### src/rtl/cic_pkg.sv
`timescale 1ns/1ps
package cic_pkg;

    // register offsets inside one slice
    typedef enum logic [2:0] {
        REG_EN   = 3'd0,
        REG_ST   = 3'd1,
        REG_TYP  = 3'd2,
        REG_POL  = 3'd3,
        REG_RTE  = 3'd4,
        REG_PEND = 3'd5
    } reg_sel_e;

    // slice select codes
    typedef enum logic [1:0] {
        UNIT_MAIN = 2'd0,
        UNIT_SUBA = 2'd1,
        UNIT_SUBB = 2'd2
    } unit_sel_e;

endpackage

### src/rtl/cic_sync.sv
`timescale 1ns/1ps
module cic_sync #(
    parameter int unsigned  N      = 32,
    parameter logic [N-1:0] BYPASS = '0
) (
    input  logic         clk,
    input  logic         rst_n,
    input  logic [N-1:0] din,
    output logic [N-1:0] dout
);

    for (genvar i = 0; i < N; i++) begin : g_bit
        if (BYPASS[i]) begin : g_thru
            assign dout[i] = din[i];
        end else begin : g_two_ff
            logic meta_q;
            logic safe_q;
            always_ff @(posedge clk or negedge rst_n) begin
                if (!rst_n) begin
                    meta_q <= 1'b0;
                    safe_q <= 1'b0;
                end else begin
                    meta_q <= din[i];
                    safe_q <= meta_q;
                end
            end
            assign dout[i] = safe_q;
        end
    end

endmodule

### src/rtl/cic_slice.sv
`timescale 1ns/1ps
module cic_slice
    import cic_pkg::*;
#(
    parameter int unsigned  N       = 32,
    parameter logic [N-1:0] EN_RST  = '0,
    parameter logic [N-1:0] POL_RST = '0,
    parameter logic [N-1:0] RTE_RST = '0,
    parameter logic [N-1:0] BYPASS  = '0
) (
    input  logic         clk,
    input  logic         rst_n,
    input  logic [N-1:0] src,
    input  logic         wr,
    input  logic [2:0]   addr,
    input  logic [N-1:0] wdata,
    output logic [N-1:0] rdata,
    output logic         irq,
    output logic         fiq
);

    typedef struct packed {
        logic [N-1:0] en;
        logic [N-1:0] st;
        logic [N-1:0] typ;
        logic [N-1:0] pol;
        logic [N-1:0] rte;
        logic [N-1:0] prev;
    } slice_t;

    slice_t       state_d, state_q;
    logic [N-1:0] src_s;
    logic [N-1:0] en_w, st_w, typ_w;
    logic [N-1:0] hit_edge, act_lvl, clr_mask, pend;

    cic_sync #(.N(N), .BYPASS(BYPASS)) u_sync (
        .clk  (clk),
        .rst_n(rst_n),
        .din  (src),
        .dout (src_s)
    );

    assign en_w  = state_q.en;
    assign st_w  = state_q.st;
    assign typ_w = state_q.typ;

    always_comb begin
        state_d  = state_q;
        // rising when polarity 1, falling when polarity 0
        hit_edge = (state_q.pol  & src_s & ~state_q.prev)
                 | (~state_q.pol & ~src_s & state_q.prev);
        act_lvl  = ~(src_s ^ state_q.pol);
        clr_mask = (wr && addr == REG_ST) ? wdata : '0;

        state_d.prev = src_s;
        state_d.st   = (typ_w & ((st_w & ~clr_mask) | hit_edge))
                     | (~typ_w & act_lvl);

        if (wr) begin
            case (addr)
                REG_EN:  state_d.en  = wdata;
                REG_TYP: state_d.typ = wdata;
                REG_POL: state_d.pol = wdata;
                REG_RTE: state_d.rte = wdata;
                default: ;
            endcase
        end
    end

    always_ff @(posedge clk or negedge rst_n) begin
        if (!rst_n) begin
            state_q      <= '0;
            state_q.en   <= EN_RST;
            state_q.pol  <= POL_RST;
            state_q.rte  <= RTE_RST;
        end else begin
            state_q <= state_d;
        end
    end

    assign pend = st_w & en_w;
    assign irq  = |(pend & ~state_q.rte);
    assign fiq  = |(pend & state_q.rte);

    always_comb begin
        case (addr)
            REG_EN:   rdata = en_w;
            REG_ST:   rdata = st_w;
            REG_TYP:  rdata = typ_w;
            REG_POL:  rdata = state_q.pol;
            REG_RTE:  rdata = state_q.rte;
            REG_PEND: rdata = pend;
            default:  rdata = '0;
        endcase
    end

endmodule

### src/rtl/cic_top.sv
`timescale 1ns/1ps
module cic_top
    import cic_pkg::*;
#(
    parameter int unsigned N = 32
) (
    input  logic         clk,
    input  logic         rst_n,
    input  logic         wr_en,
    input  logic [1:0]   unit,
    input  logic [2:0]   addr,
    input  logic [N-1:0] wdata,
    output logic [N-1:0] rdata,
    input  logic [N-5:0] src_main,
    input  logic [N-1:0] src_sub_a,
    input  logic [N-1:0] src_sub_b,
    output logic         irq_o,
    output logic         fiq_o
);

    localparam logic [N-1:0] CASC_IRQ = {{(N-2){1'b0}}, 2'b11};
    localparam logic [N-1:0] CASC_FIQ = {2'b11, {(N-2){1'b0}}};
    localparam logic [N-1:0] CASC_ALL = CASC_IRQ | CASC_FIQ;

    logic         irq_a, fiq_a, irq_b, fiq_b;
    logic [N-1:0] rd_main, rd_a, rd_b, main_src;

    assign main_src = {fiq_b, fiq_a, src_main, irq_b, irq_a};

    cic_slice #(.N(N)) u_sub_a (
        .clk(clk), .rst_n(rst_n), .src(src_sub_a),
        .wr(wr_en && unit == UNIT_SUBA), .addr(addr), .wdata(wdata),
        .rdata(rd_a), .irq(irq_a), .fiq(fiq_a)
    );

    cic_slice #(.N(N)) u_sub_b (
        .clk(clk), .rst_n(rst_n), .src(src_sub_b),
        .wr(wr_en && unit == UNIT_SUBB), .addr(addr), .wdata(wdata),
        .rdata(rd_b), .irq(irq_b), .fiq(fiq_b)
    );

    cic_slice #(
        .N(N), .EN_RST(CASC_ALL), .POL_RST(CASC_ALL),
        .RTE_RST(CASC_FIQ), .BYPASS(CASC_ALL)
    ) u_main (
        .clk(clk), .rst_n(rst_n), .src(main_src),
        .wr(wr_en && unit == UNIT_MAIN), .addr(addr), .wdata(wdata),
        .rdata(rd_main), .irq(irq_o), .fiq(fiq_o)
    );

    always_comb begin
        case (unit)
            UNIT_MAIN: rdata = rd_main;
            UNIT_SUBA: rdata = rd_a;
            UNIT_SUBB: rdata = rd_b;
            default:   rdata = '0;
        endcase
    end

endmodule

### config.mk
export PLATFORM = sky130hd
export DESIGN_NAME = cic_top
export DESIGN_NICKNAME = d
export VERILOG_FILES = /design/src/rtl/cic_pkg.sv /design/src/rtl/cic_sync.sv /design/src/rtl/cic_slice.sv /design/src/rtl/cic_top.sv
export SDC_FILE = /design/constraint.sdc
export NUM_CORES = 1
export LEC_CHECK = 0
export ABC_CLOCK_PERIOD_IN_PS = 3800
export BUFFER_PORTS_ARGS = -buffer_cell sky130_fd_sc_hd__buf_2
export CORE_ASPECT_RATIO = 0.75
export CORE_MARGIN = 2
export CORE_UTILIZATION = 40
export CTS_BUF_LIST = sky130_fd_sc_hd__clkbuf_8
export CTS_CLUSTER_DIAMETER = 50
export DETAILED_ROUTE_END_ITERATION = 8
export GPL_TIMING_DRIVEN = 0
export PLACE_DENSITY = 0.66
export SLEW_MARGIN = 25
export SYNTH_ARGS = -nofsm -noshare
export SYNTH_HDL_FRONTEND = slang
export SYNTH_SLANG_ARGS = --single-unit
### constraint.sdc
create_clock -name clk -period 3.8 [get_ports clk]
set_input_delay 0 -clock clk [delete_from_list [all_inputs] [get_ports clk]]
set_output_delay 0 -clock clk [all_outputs]
set_load 0.1 [all_outputs]
Yosys cells after proc, flatten, opt, wreduce, memory -nomap -nowiden --
Cells that the tools add are included.
Operators by class: muxes and demuxes 7, reductions and logical operators 26, equal/unequal tests 7, bitwise operators 63
Operators with widths (count):
- AND 32 bit | 30
- NOT 32 bit | 21
- case mux 32 bit (6 select lines) | 3
- bitwise OR 32 bit | 9
- OR reduction 32 bit | 6
- 2-to-1 mux 32 bit | 3
- case mux 32 bit (3 select lines) | 1
- bitwise XOR 32 bit | 3
- AND reduction 2 bit | 12
- == test 3 x 2 -> 1 bit, second input constant | 2
- == test 3 bit, second input constant | 2
- logical AND 1 bit | 6
- == test 3 x 1 -> 1 bit, second input constant | 1
- zero test 3 bit | 1
- == test 2 x 1 -> 1 bit, second input constant | 1
- == test 2 bit, second input constant | 1
- zero test 2 bit | 1
Storage, ports and cells: output and inout bits 34, flip-flop bits (word level) 760

Longest topological paths before layout --
Gate-level depths: netlist of the first run.
word-level depth 10, mapped depth 9, depth with buffers taken out 9

By module --
A second synthesis of the first run with hierarchy kept.
Unflattened totals: cell total of the unflattened synthesis 3025, area total of the unflattened synthesis 37667.4 um^2
Modules (own cells, without submodules):
- cic_slice (u_sub_a ...) | sequential area each 4804.6 um^2, cells an instance 888, area each 10480.1 um^2, times used 2
- cic_slice (u_main) | sequential area each 4817.1 um^2, cells an instance 888, area each 10492.6 um^2, times used 1
- cic_sync (u_sub_a.u_sync ...) | sequential area each 1601.5 um^2, cells an instance 96, area each 1841.8 um^2, times used 2
- cic_sync (u_main.u_sync) | sequential area each 1401.3 um^2, cells an instance 88, area each 1641.6 um^2, times used 1
- cic_top | sequential area each 0.0 um^2, cells an instance 81, area each 889.6 um^2, times used 1

Least setup slack after synthesis of the first run --
Ideal clock, no wire load.
kind input to output, start point input port addr[1], end point output port rdata[3], slack 0.452 ns, data required time 3.800 ns, buffers on the path 3, cell stages on the path 8, arrival 3.348 ns, cells stage by stage buf_2 > inv_1 > clkbuf_1 > clkbuf_1 > a22oi_1 > nor2_1 > nor3_1 > o32ai_1
Between the ends: longest elaborated chain between the ends 3, elaborated cells on any way between the ends 10, classes of those cells eq/ne (5); mux (4); reduce/logical (1)
RTL lines:
- start: declaration | line cic_top.sv:11 | input logic [2:0] addr,
- == test 3 bit, or another cell as far along | line cic_slice.sv:86 | case (addr)
- case mux 32 bit (6 select lines) | line cic_slice.sv:86
- case mux 32 bit (3 select lines) (*) | line cic_top.sv:52 | case (unit)
- end: declaration | line cic_top.sv:13 | output logic [N-1:0] rdata,
Mark *: on every way between the ends. The rest lies on a longest branch, timed or not.

Worst setup path in the final report of the first run --
start point input port addr[0], end point output port rdata[16]
The elaborated chain is that of the path after synthesis.

==> flow_metrics.tcl, run 1 <==
set metrics [dict create \
    status "finished with violations" \
    violations "negative setup slack" \
    root_buffer "clkbuf_8" \
    setup.worst_path.start_class "input port" \
    ctsResizeCount 0 \
    synth.distinct_cells 51 \
    rsz0062_at_grt "no" \
    core.rowCount 95 \
    top_regs "u_main.state_q: 96 flops, u_sub_a.state_q: 96 flops, u_sub_b.state_q: 96 flops" \
    die_area_sq_um 92200 \
    fin_nets 4019 \
    crit_required_ns 3.80 \
    synth.yosys.seq_area_share_pct 53.0 \
    finalHoldViolCount 0 \
    grt_pass1_vias 28600 \
    syn_nets 3492 \
    cp_max_fo 10 \
    hold-worst-slack_ns 0.109 \
    min_path_type "input port to flip-flop" \
    synth-edff-count 0 \
    most-common-layout-cells "dfrtp_1, nand2_1, mux2_2, inv_1, dlygate4sd3_1" \
    path_class "input port to output port" \
    cts.reportedPaths.clkPinSlew_ns 0.06 \
    fill_cells 8300 \
    cts_tree "built" \
    skew_ns 0.0578 \
    fin_crit_ns 3.93 \
    areaGrowthSynthToFinish_pct 20.9 \
    drt_iter0_markers 3940 \
    ios 166 \
    synth_area_sq_um 35900 \
    layout-drive-gt1-share_pct 19.9 \
    insertion_delay_ns 0.87 \
    die-width_microns 350 \
    start_util_pct 40.2 \
    overflow 0 \
    ant_nets 0 \
    avgRoutedWirePerCell_microns 27.7 \
    drt_first_pass_iters 8 \
    drc 0 \
    p_leak_nw 19.6 \
    total_power_mw 24.1 \
    syn_inst 3168 \
    numCtsBuffers 130 \
    vias 29500 \
    critPathTopFamily "buffers and inverters" \
    finalCritPeriodShare_pct 103 \
    gr-usage-all-layers_pct 30.0 \
    power_density_nw_per_um2 555 \
    antenna_found_initial 11 \
    avgSynthCellArea_sq_um 11.3 \
    cts_sinks 760 \
    crit_buf_inv 5 \
    cts_buffer_depth 3 \
    setup_violations 4 \
    synth_ff_type "dfrtp_1" \
    grt_pass1_wl_microns 198000 \
    slew_violations 0 \
    critPathMostFrequentCell "buf_2" \
    core-area_sq_um 89300 \
    port_buffers 163 \
    die_h_microns 263 \
    cp_cell_sequence "buf_2, buf_2, clkbuf_1, buf_1, o221ai_1, o21ai_0, o22ai_1, buf_2" \
    maxCapViolations 0 \
    final_common_cell "dfrtp_1" \
    fmax_ghz 0.255 \
    cp.arrival_ns 3.93 \
    hpwl_microns 100000 \
    grt_max_degree 126 \
    drt-vias-per-instance 5.89 \
    synthArstFlopShare_pct 100 \
    critPathCaptureType "output port" \
    slowest_delay_ns 0.95 \
    cts.htree.levels 4 \
    slew_headroom_pct 16.6 \
    yosysWarningCount 0 \
    gp_congestion 1.05 \
    timing.final.ws_setup_ns -0.126 \
    vdd_drop_max_v 0.000365 \
    worst_pin_slew_ns 1.25 \
    drt_wl_total_microns 139000 \
    ys_ff_latch 760 \
    critPathSlowestCell "buf_1" \
]
[routing by layer]
metal  global-route usage [%]  share of wire [%]  up-vias
met5                        0             0.0065        -
met2                     41.4                 41     1921
met1                     41.4                 41    14800
met3                     11.9                 14      399
met4                     12.9                4.5        2
li1                         -                  -    12400
[metrics by stage]
stage | instance area [sq um] | setup TNS [ns] | setup WS (ns) | util [%] | cells
final | 43400 | -0.261 | -0.126 | 48.6 | 5004
after global placement | 38200 | - | -14.15 | 42.8 | 4543
after global routing | 43400 | 0 | 0.0817 | 48.6 | 4996
after CTS | 43300 | 0 | 0.247 | 48.5 | 4996
after floorplan | 35900 | 0 | 0.452 | - | 3168
after detailed placement | 38400 | 0 | 0.247 | 43.1 | 4551
[worst min-delay path, stage by stage]
cell and delay [ns]:
dlygate4sd3_1 0.53, buf_2 0.22, mux2_2 0.18
[synth_stat cells (all sizes together), types with 64 or more instances]
cell type	count	share of area (%)
a221oi	115	2.8
clkbuf	125	1.3
inv	198	2.1
nand3	105	1.5
mux2i	158	4.4
mux2	307	9.9
o21ai	168	2.3
nor2	64	0.67
ha	192	6.7
nand2	356	3.7
nor2b	109	1.9
dfrtp	750	52
o22ai	93	1.6
[final timing paths]
| kind | start | end | slack, ns | cells past startpoint |
|---|---|---|---|---|
| max | addr[0] | rdata[16] | -0.13 | 8 |
| min in group asynchronous | rst_n | u_main.u_sync.g_bit[23].g_two_ff.safe_q | 0.28 | 4 |
| max reg2reg | u_sub_a.st_w[9] | u_main.st_w[0] | 1.30 | 9 |
| min | wdata[9] | u_sub_b.en_w[9] | 0.11 | 3 |
| max in group asynchronous | rst_n | u_sub_b.u_sync.g_bit[19].g_two_ff.meta_q | 0.80 | 9 |
| min reg2reg | u_sub_a.u_sync.g_bit[21].g_two_ff.meta_q | u_sub_a.u_sync.g_bit[21].g_two_ff.safe_q | 0.33 | 0 |
[timing repair]
item / CTS / global route
endpoints found under the hold margin: 824 / 0
hold buffers: 224 / 0
setup buffers: 0 / 0
[cell type report]
type / instances / area, sq um / share of cell area, %
diodes: 8 / 20.0 / 0.0462
repair buffers: 395 / 3290 / 7.59
clock inverters: 58 / 387 / 0.891
plain buffers: 188 / 812 / 1.87
multi-input cells: 2021 / 15300 / 35.3
inverters: 199 / 747 / 1.72
well taps: 1212 / 1520 / 3.50
flip-flops and latches: 760 / 19000 / 43.9
clock buffers: 163 / 2240 / 5.17
[power by group]
| part | switching, mW | internal [mW] |
|---|---|---|
| Sequential | 1.73 | 9.51 |
| Clock | 3.60 | 4.13 |
| Combinational | 2.92 | 2.20 |
| Total | 8.25 | 15.8 |
[kinds of logic after synthesis]
group / count (synthesis) / share of synthesized area [%]
adders and majority gates: 192 / 6.69
DFF: 760 / 53.0
buffers and inverters: 387 / 4.32
AOI/OAI and AO/OA: 611 / 11.6
and+or+nand+nor: 752 / 9.96
muxes: 466 / 14.4
No activity file was read; power rests on OpenSTA's default activity.
==> inputs of run 2 (changes only) <==
- BUFFER_PORTS_ARGS: -buffer_cell sky130_fd_sc_hd__buf_2 -> -buffer_cell sky130_fd_sc_hd__clkbuf_2
- MAX_ROUTING_LAYER: unset -> met4
==> run 2 against run 1 <==
Largest cell class unchanged. The run still ends with negative setup slack left. Combinational power is essentially flat. Non-clock buffer count is 8 higher. Utilization grew 0.20 points. Routed wire length grew 0.17%. Critical endpoint is now rdata[22]. Critical path depth did not move.
==> flow_metrics.tcl, run 2 (same netlist as run 1, synthesis figures left out) <==
set metrics [dict create \
    critPathSlowestCell "buf_1" \
    fmax_ghz 0.255 \
    core-area_sq_um 89300 \
    insertion_delay_ns 0.87 \
    setup.worst_path.start_class "input port" \
    finalHoldViolCount 0 \
    cts_buffer_depth 3 \
    finalCritPeriodShare_pct 103 \
    hold_start "wdata[8]" \
    gr-usage-all-layers_pct 30.9 \
    violations "negative setup slack" \
    drt-vias-per-instance 5.85 \
    cts_tree "built" \
    crit_required_ns 3.80 \
    hpwl_microns 101000 \
    gp_congestion 1.06 \
    critPathTopFamily "buffers and inverters" \
    skew_ns 0.0473 \
    die-width_microns 350 \
    cts.reportedPaths.clkPinSlew_ns 0.06 \
    r2r-start "u_sub_b.st_w[28]" \
    top_regs "u_main.state_q: 96 flops, u_sub_a.state_q: 96 flops, u_sub_b.state_q: 96 flops" \
    port_buffers 163 \
    grt_max_degree 85 \
    layout-drive-gt1-share_pct 20.0 \
    timing.final.ws_setup_ns -0.118 \
    rsz0062_at_grt "no" \
    p_leak_nw 19.7 \
    cts_sinks 760 \
    power_density_nw_per_um2 553 \
    numCtsBuffers 134 \
    hold_end "u_sub_b.en_w[8]" \
    cp.arrival_ns 3.92 \
    drc 0 \
    worst_pin_slew_ns 1.19 \
    place_ws_ns 0.0778 \
    areaGrowthSynthToFinish_pct 21.3 \
    overflow 0 \
    slew_headroom_pct 20.8 \
    avgRoutedWirePerCell_microns 27.7 \
    path_class "input port to output port" \
    slowest_delay_ns 0.94 \
    die_area_sq_um 92200 \
    die_h_microns 263 \
    drt_wl_total_microns 139000 \
    drt_first_pass_iters 6 \
    maxCapViolations 0 \
    slew_violations 0 \
    cts.htree.levels 4 \
    fin_nets 4031 \
    cp_max_fo 10 \
    critPathCaptureType "output port" \
    final_common_cell "dfrtp_1" \
    most-common-layout-cells "dfrtp_1, nand2_1, mux2_2, inv_1, dlygate4sd3_1" \
    grt_pass1_vias 28400 \
    r2r-end "u_main.st_w[1]" \
    reg2reg_slack_ns 1.27 \
    min_path_type "input port to flip-flop" \
    vdd_drop_max_v 0.000393 \
    cp_cell_sequence "buf_2, buf_2, clkbuf_1, buf_1, o221ai_1, o21ai_0, o22ai_1, clkbuf_2" \
    grt_pass1_wl_microns 197000 \
    total_power_mw 24.1 \
    crit_buf_inv 5 \
    setup_violations 1 \
    antenna_found_initial 5 \
    reg2regPathDepth 9 \
    hold_depth 3 \
    fin_crit_ns 3.92 \
    fill_cells 8308 \
    start_util_pct 40.2 \
    critPathMostFrequentCell "buf_2" \
    ant_nets 0 \
    root_buffer "clkbuf_8" \
    ios 166 \
    status "finished with violations" \
    core.rowCount 95 \
    vias 29400 \
    drt_iter0_markers 3852 \
]
-- run 2: cell count changes in the layout (fill, tap and decap cells not counted), moves of 3 or more --
cell           change
buf_2            -161
clkbuf_2         +159
clkinv_2           +6
dlygate4sd3_1      +4
buf_16             +3
inv_1              +3
o32ai_1            -3
o32ai_2            +3
-- run 2: power breakdown --
part           internal (mW)  switching (mW)
combinational           2.21            2.92
sequential              9.51            1.73
clock                   4.10            3.60
total                   15.8            8.25
-- run 2: layout make-up --
class,instances,area (sq um),share of cell area (%)
plain buffers,187,812,1.86
repair buffers,404,3430,7.88
multi-input cells,2021,15300,35.2
flip-flops and latches,760,19000,43.7
diodes,6,15.0,0.0345
clock buffers,164,2260,5.18
inverters,199,747,1.72
well taps,1212,1520,3.48
clock inverters,67,402,0.922
-- run 2: timing repair --
| item | in CTS | in global routing |
|---|---|---|
| setup endpoints to repair | 0 | 5 |
| setup buffers | 0 | 0 |
| resized for setup | 0 | 6 |
| hold buffers | 228 | 0 |
| endpoints found under the hold margin | 636 | 0 |
-- run 2: worst max path at each step --
| stage | from | end | slack [ns] | cells after the start |
|---|---|---|---|---|
| after global routing | addr[2] | rdata[24] | 0.01 | 10 |
| after CTS | addr[1] | rdata[0] | 0.08 | 9 |
| after global placement | rst_n | u_sub_a.u_sync.g_bit[18].g_two_ff.meta_q | -16.12 | 1 |
| after floorplan | addr[1] | rdata[3] | 0.45 | 8 |
| after detailed placement | addr[1] | rdata[0] | 0.08 | 9 |
| final | addr[0] | rdata[22] | -0.12 | 8 |
-- run 2: worst reg2reg max path, delay by kind of cell (launching register included) --
family,cells,cell delay (ns)
DFF,1,0.45
adders and majority gates,1,0.20
muxes,1,0.12
and+or+nand+nor,5,1.33
AOI/OAI and AO/OA,2,0.35
-- run 2: through the flow --
stage	utilization [%]	hold slack, ns	cell area (sq um)	setup TNS, ns	std cells
2_1_floorplan	-	-0.296	35900	0	3168
6_report	48.8	0.116	43600	-0.118	5020
3_5_place_dp	43.2	0.00956	38500	0	4554
3_3_place_gp	42.8	0.108	38200	-	4543
5_1_grt	48.8	0.106	43500	0	5017
4_1_cts	48.7	0.0421	43500	0	5013
-- run 2: routing by layer --
| metal | global-route usage [%] | wire (microns) | vias to the layer above |
|---|---|---|---|
| li1 | - | - | 12400 |
| met1 | 41.6 | 58100 | 14800 |
| met2 | 41.4 | 57700 | 1825 |
| met3 | 11.9 | 18200 | 307 |
| met4 | 12.1 | 4890 | 0 |
| met5 | - | 0 | - |
